[config.mk]
export PLATFORM = sky130hd
export DESIGN_NAME = intr_flush_ctl
export DESIGN_NICKNAME = d
export VERILOG_FILES = /design/src/rtl/intr_flush_pkg.sv /design/src/rtl/intr_qual.sv /design/src/rtl/squash_gen.sv /design/src/rtl/trap_reg.sv /design/src/rtl/intr_flush_ctl.sv
export SDC_FILE = /design/constraint.sdc
export NUM_CORES = 1
export LEC_CHECK = 0
export BUFFER_PORTS_ARGS = -buffer_cell sky130_fd_sc_hd__buf_4
export CORE_MARGIN = 1.5
export CORE_UTILIZATION = 35
export DETAILED_ROUTE_END_ITERATION = 7
export PLACE_DENSITY = 0.8
export SLEW_MARGIN = 30
export SYNTH_ARGS = -nofsm -noshare
export SYNTH_HDL_FRONTEND = slang
export SYNTH_SLANG_ARGS = --single-unit
export TNS_END_PERCENT = 30
[constraint.sdc]
create_clock -name clk -period 1.2 [get_ports clk]
set_clock_uncertainty 0.05 [all_clocks]
set_input_delay 0.18 -clock clk [delete_from_list [all_inputs] [get_ports clk]]
set_output_delay 0.18 -clock clk [all_outputs]
set_load 0.03 [all_outputs]
[src/rtl/intr_flush_pkg.sv]
package intr_flush_pkg;
  localparam int unsigned MAX_STAGES = 32;

  // Bits 0..top set: the stages flushed by a squash launched at stage top.
  function automatic logic [MAX_STAGES-1:0] upto_mask(input int unsigned top);
    logic [MAX_STAGES-1:0] m;
    m = '0;
    for (int unsigned i = 0; i < MAX_STAGES; i++) begin
      if (i <= top) m[i] = 1'b1;
    end
    return m;
  endfunction
endpackage

[src/rtl/intr_qual.sv]
module intr_qual #(
  parameter int unsigned NUM_THREADS = 2,
  parameter int unsigned CAUSE_W     = 4
) (
  input  logic                           rst_n,
  input  logic [NUM_THREADS-1:0]         pend_i,
  input  logic [NUM_THREADS*CAUSE_W-1:0] cause_i,
  output logic [NUM_THREADS-1:0]         svc_o
);
  for (genvar t = 0; t < NUM_THREADS; t++) begin : g_lane
    logic real_fault;
    assign real_fault = |cause_i[t*CAUSE_W +: CAUSE_W];
    assign svc_o[t]   = rst_n & pend_i[t] & real_fault;
  end
endmodule

[src/rtl/squash_gen.sv]
module squash_gen
  import intr_flush_pkg::*;
#(
  parameter int unsigned NUM_STAGES    = 5,
  parameter int unsigned BACKEND_START = 3
) (
  input  logic                  clk,
  input  logic                  rst_n,
  input  logic                  svc_i,
  output logic [NUM_STAGES-1:0] issue_o,
  output logic [NUM_STAGES-1:0] kill_o
);
  localparam int unsigned LAST_ST  = NUM_STAGES - 1;
  localparam int unsigned FRONT_ST = BACKEND_START - 1;

  for (genvar s = 0; s < NUM_STAGES; s++) begin : g_issue
    if (s == LAST_ST || s == FRONT_ST) begin : g_src
      assign issue_o[s] = svc_i;
    end else begin : g_none
      assign issue_o[s] = 1'b0;
    end
  end

  always_comb begin
    logic [MAX_STAGES-1:0] acc;
    acc = '0;
    for (int unsigned s = 0; s < NUM_STAGES; s++) begin
      if (issue_o[s]) acc = acc | upto_mask(s);
    end
    kill_o = acc[NUM_STAGES-1:0];
  end

  // a squash from the final stage must flush the whole lane
  a_r5_full_kill: assert property (@(posedge clk) disable iff (!rst_n)
    issue_o[LAST_ST] |-> (&kill_o));

  if (FRONT_ST != LAST_ST) begin : g_two
    // two launch points whenever the lane is serviced
    a_r4_two_points: assert property (@(posedge clk) disable iff (!rst_n)
      svc_i |-> ($countones(issue_o) == 2));
  end
endmodule

[src/rtl/trap_reg.sv]
module trap_reg #(
  parameter int unsigned NUM_THREADS = 2,
  parameter int unsigned CAUSE_W     = 4,
  parameter int unsigned TID_W       = 1
) (
  input  logic                           clk,
  input  logic                           rst_n,
  input  logic [NUM_THREADS-1:0]         svc_i,
  input  logic [NUM_THREADS*CAUSE_W-1:0] cause_i,
  output logic [NUM_THREADS-1:0]         trap_valid_o,
  output logic [NUM_THREADS*TID_W-1:0]   trap_tid_o,
  output logic [NUM_THREADS*CAUSE_W-1:0] trap_cause_o
);
  for (genvar t = 0; t < NUM_THREADS; t++) begin : g_lane
    always_ff @(posedge clk or negedge rst_n) begin
      if (!rst_n) begin
        trap_valid_o[t]                    <= 1'b0;
        trap_tid_o[t*TID_W +: TID_W]       <= '0;
        trap_cause_o[t*CAUSE_W +: CAUSE_W] <= '0;
      end else begin
        trap_valid_o[t]                    <= svc_i[t];
        trap_tid_o[t*TID_W +: TID_W]       <= svc_i[t] ? TID_W'(t) : '0;
        trap_cause_o[t*CAUSE_W +: CAUSE_W] <= svc_i[t] ? cause_i[t*CAUSE_W +: CAUSE_W] : '0;
      end
    end
  end

  // trap lands exactly one cycle after service
  a_r8_trap_follows: assert property (@(posedge clk) disable iff (!rst_n)
    1'b1 |=> (trap_valid_o == $past(svc_i)));
endmodule

[src/rtl/intr_flush_ctl.sv]
module intr_flush_ctl #(
  parameter int unsigned NUM_THREADS   = 2,
  parameter int unsigned NUM_STAGES    = 5,
  parameter int unsigned BACKEND_START = 3,
  parameter int unsigned CAUSE_W       = 4,
  parameter int unsigned SEQ_W         = 16,
  localparam int unsigned TID_W        = (NUM_THREADS > 1) ? $clog2(NUM_THREADS) : 1
) (
  input  logic                              clk,
  input  logic                              rst_n,
  input  logic [NUM_THREADS-1:0]            intr_pending,
  input  logic [NUM_THREADS*CAUSE_W-1:0]    intr_cause,
  output logic [NUM_THREADS-1:0]            intr_ack,
  output logic [NUM_THREADS*NUM_STAGES-1:0] sq_issue,
  output logic [NUM_THREADS*NUM_STAGES-1:0] sq_kill,
  output logic [NUM_THREADS*TID_W-1:0]      sq_tid,
  output logic [NUM_THREADS*SEQ_W-1:0]      sq_seq,
  output logic [NUM_THREADS-1:0]            res_squash_all,
  output logic [NUM_THREADS-1:0]            trap_valid,
  output logic [NUM_THREADS*TID_W-1:0]      trap_tid,
  output logic [NUM_THREADS*CAUSE_W-1:0]    trap_cause
);
  localparam logic [SEQ_W-1:0] TOKEN_SEQ = '0;

  logic [NUM_THREADS-1:0] svc;

  intr_qual #(.NUM_THREADS(NUM_THREADS), .CAUSE_W(CAUSE_W)) u_qual (
    .rst_n  (rst_n),
    .pend_i (intr_pending),
    .cause_i(intr_cause),
    .svc_o  (svc)
  );

  for (genvar t = 0; t < NUM_THREADS; t++) begin : g_thr
    squash_gen #(.NUM_STAGES(NUM_STAGES), .BACKEND_START(BACKEND_START)) u_sq (
      .clk    (clk),
      .rst_n  (rst_n),
      .svc_i  (svc[t]),
      .issue_o(sq_issue[t*NUM_STAGES +: NUM_STAGES]),
      .kill_o (sq_kill[t*NUM_STAGES +: NUM_STAGES])
    );
    assign sq_tid[t*TID_W +: TID_W] = svc[t] ? TID_W'(t) : '0;
    assign sq_seq[t*SEQ_W +: SEQ_W] = TOKEN_SEQ;

    // a serviced lane carries its own thread's zero-tagged token
    a_r6_token: assert property (@(posedge clk) disable iff (!rst_n)
      intr_ack[t] |-> (sq_tid[t*TID_W +: TID_W] == TID_W'(t)
                       && sq_seq[t*SEQ_W +: SEQ_W] == '0));
  end

  assign intr_ack       = svc;
  assign res_squash_all = svc;

  trap_reg #(.NUM_THREADS(NUM_THREADS), .CAUSE_W(CAUSE_W), .TID_W(TID_W)) u_trap (
    .clk         (clk),
    .rst_n       (rst_n),
    .svc_i       (svc),
    .cause_i     (intr_cause),
    .trap_valid_o(trap_valid),
    .trap_tid_o  (trap_tid),
    .trap_cause_o(trap_cause)
  );

  for (genvar t = 0; t < NUM_THREADS; t++) begin : g_chk
    // resource broadcast goes with the flush of the same lane
    a_r7_res_with_flush: assert property (@(posedge clk) disable iff (!rst_n)
      res_squash_all[t] |-> sq_kill[t*NUM_STAGES]);
    // acknowledge only for a lane that is flushed
    a_r3_ack_flushes: assert property (@(posedge clk) disable iff (!rst_n)
      intr_ack[t] == sq_issue[t*NUM_STAGES + NUM_STAGES - 1]);
  end
endmodule

==> impl_metrics.yaml <==
outcome:
  status: "complete, no violations"
sta:
  fin_crit_sh_pct: 93.8
  setup_viol: 0
  whs_ns: 0.134
  maxSlewViolCount: 0
  layout_setup_ws_ns: 0.0747
  hold_viol: 0
  rsz0062_at_grt: "no"
  fmax_mhz: 889
  min_period_ns: 1.13
cts:
  post_cts_buffers: 0
  clock_tree.root_cell: "clkbuf_4"
  path_clk_slew_ns: 0.06
  cts_tree: "done"
  cts_made_buffers: 3
  clk_path_buf_depth: 2
  htreeDepth: 1
  cts_sinks: 10
pwr:
  leakage_uw: 0.000557
  power_switching_uw: 430
  pwr_density_cell_mw_per_mm2: 1110
  p_int_uw: 569
  swShare_pct: 43.1
  seqPwrFrac_pct: 35.6
  finalPower_uw: 999
  peakVddDrop_uv: 529
  clockPowerShare_pct: 21.4
  power_frac_comb_pct: 43.0
synth:
  synth_xor_area_share_pct: 0
  synth_edf_count: 0
  netlist.area_leader.share_pct: 56.7
  synthSimpleGateAreaFrac_pct: 11.3
  synthMuxAreaShare_pct: 0
  synth_top_family_by_area: "buffers and inverters"
  synth.most_common_cell: "buf_4"
  synthArstFlopShare_pct: 100
  synth_cell_type_count: 7
  synth_top_area_cell: "buf_4"
  synth_area_per_cell_sq_um: 9.35
  syn_area_sq_um: 795
  yosys_register_bits: 10
  syn_inst: 85
  synth_common_cells: "buf_4 (60), dfrtp_1 (10), and3_1 (8)"
  synthAdderAreaFrac_pct: 0
  ys.flop_type: "dfrtp_1"
  synth_area_leaders: "buf_4 (57%), dfrtp_1 (31%), and3_1 (6.3%)"
  synth-compound-area-share_pct: 0
  ys_seq_area_share_pct: 31.5
  yosys_warnings: 0
finish:
  multi_input_area_sq_um: 259
  fill_cells: 224
  finalInstanceArea_sq_um: 900
  layout-drive-gt1-share_pct: 45.0
  syn2layout_area_growth_pct: 13.2
  n_antenna_cell: 0
  utilization_pct: 41.5
  nNetsFinal: 125
  regArea_sq_um: 250
floorplan:
  core-area_sq_mm: 0.00217
  rows: 17
  fp.dieArea_sq_mm: 0.00256
  start_util_pct: 36.6
  die_y_um: 50.6
  die_width_um: 50.6
  io_pins: 82
hold_path:
  hold_path_class: "in -> reg"
  worstHoldPathCells: 2
drt:
  drc: 0
  avgRoutedWirePerCell_um: 7.86
  drtAntennaViolNets: 0
  first_iter_violations: 8
  routed_wl_mm: 1.09
  vias: 487
  via_per_inst: 3.50
  drt-pass1-iter-count: 2
critical_path:
  crit_top_cell: "buf_4"
  path_buf_inv: 2
  cpPeakStageDelay_ns: 0.31
  cp.depth: 4
  crit_chain: "buf_4, nor4_4, nor2_4, buf_4"
  arrival_ns: 0.90
  crit_path_end: "sq_kill[8]"
  start_kind: "input port"
  path_class: "in -> out"
  critical_path.startpoint: "intr_cause[6]"
  worstPathRequired_ns: 0.97
  crit_path_top_delay_cell: "nor4_4"
  path_delay_family: "simple AND/OR/NAND/NOR gates"
  path_max_fanout: 11
  cp-end-kind: "output pin"
placed_design:
  dp_hpwl_um: 908
  place_congestion: 0.669
  place_ws_ns: -0.101
  dpl_cell_area_sq_um: 848
  portBuffers: 41
global_routing:
  antenna_found_initial: 0
  grt_max_degree: 12
  grt_pass1_wl_mm: 1.36
  grt_pass1_vias: 336
  grt_overflow: 0
  grtUsageTotal_pct: 7.12
flow_run:
  cap_violations: 0
==> stage by stage <==
stage	std cells	setup TNS, ns
after floorplan	124	0
after global placement	135	-0.730
after detailed placement	135	-1.61
after CTS	139	0
after global routing	139	0
final	139	0
==> kinds of logic (layout without fill, tap and decap cells) <==
kind of cell,after synthesis,count (layout)
buffers and inverters,60,47
DFF,10,10
other,1,40
and+or+nand+nor,14,14
==> per-layer routing <==
layer	wire [um]	track usage (%)	up-vias	share of wire, %
met2	526	12.5	52	48
met3	233	3.27	3	21
met4	28	5.41	0	2.6
met5	0	0	-	0
met1	305	6.25	213	28
li1	-	-	219	-
==> power groups by stage <==
stage	clock network [uW]	logic, uW	registers, uW
2_1_floorplan	0	413	391
3_3_place_gp	0	418	361
3_5_place_dp	0	420	362
4_1_cts	220	425	355
5_1_grt	241	450	356
6_report	214	430	355
==> state kept, by name (all words and copies together), names as in the netlist <==
register / flops
u_trap.trap_cause_o: 8
u_trap.trap_tid_o: 1
u_trap.trap_valid_o: 1
==> worst min-delay path by stage <==
stage / slack, ns / end / from
global placement: 0.06 / u_trap.trap_cause_o[7] / rst_n
floorplan: -0.17 / u_trap.trap_cause_o[0] / rst_n
detailed placement: 0.06 / u_trap.trap_cause_o[2] / rst_n
CTS: 0.12 / u_trap.trap_cause_o[4] / intr_cause[4]
finish: 0.13 / u_trap.trap_cause_o[6] / intr_cause[6]
global route: 0.13 / u_trap.trap_cause_o[1] / intr_cause[1]
==> layout make-up <==
cell class                      count  area share, %
Clock buffer                        3           2.50
Multi-Input combinational cell     54           28.8
Sequential cell                    10           27.8
Tap cell                           28           3.89
Timing Repair Buffer               44           37.0
==> cell usage in the layout (no fill, tap or decap) <==
master and n:
nor4_4 1, nor2_2 1, nor4_2 1, dfrtp_1 10
clkbuf_4 3, nor2_4 1, nand2_1 2, conb_1 40
and3_1 8, buf_4 43, dlygate4sd3_1 1
==> timing repair <==
item                                   CTS  global route
hold buffers                             1             0
resized for setup                        2             2
setup endpoints to repair               19            10
endpoints found under the hold margin   10             0
Power figures use the tool's default switching activity.
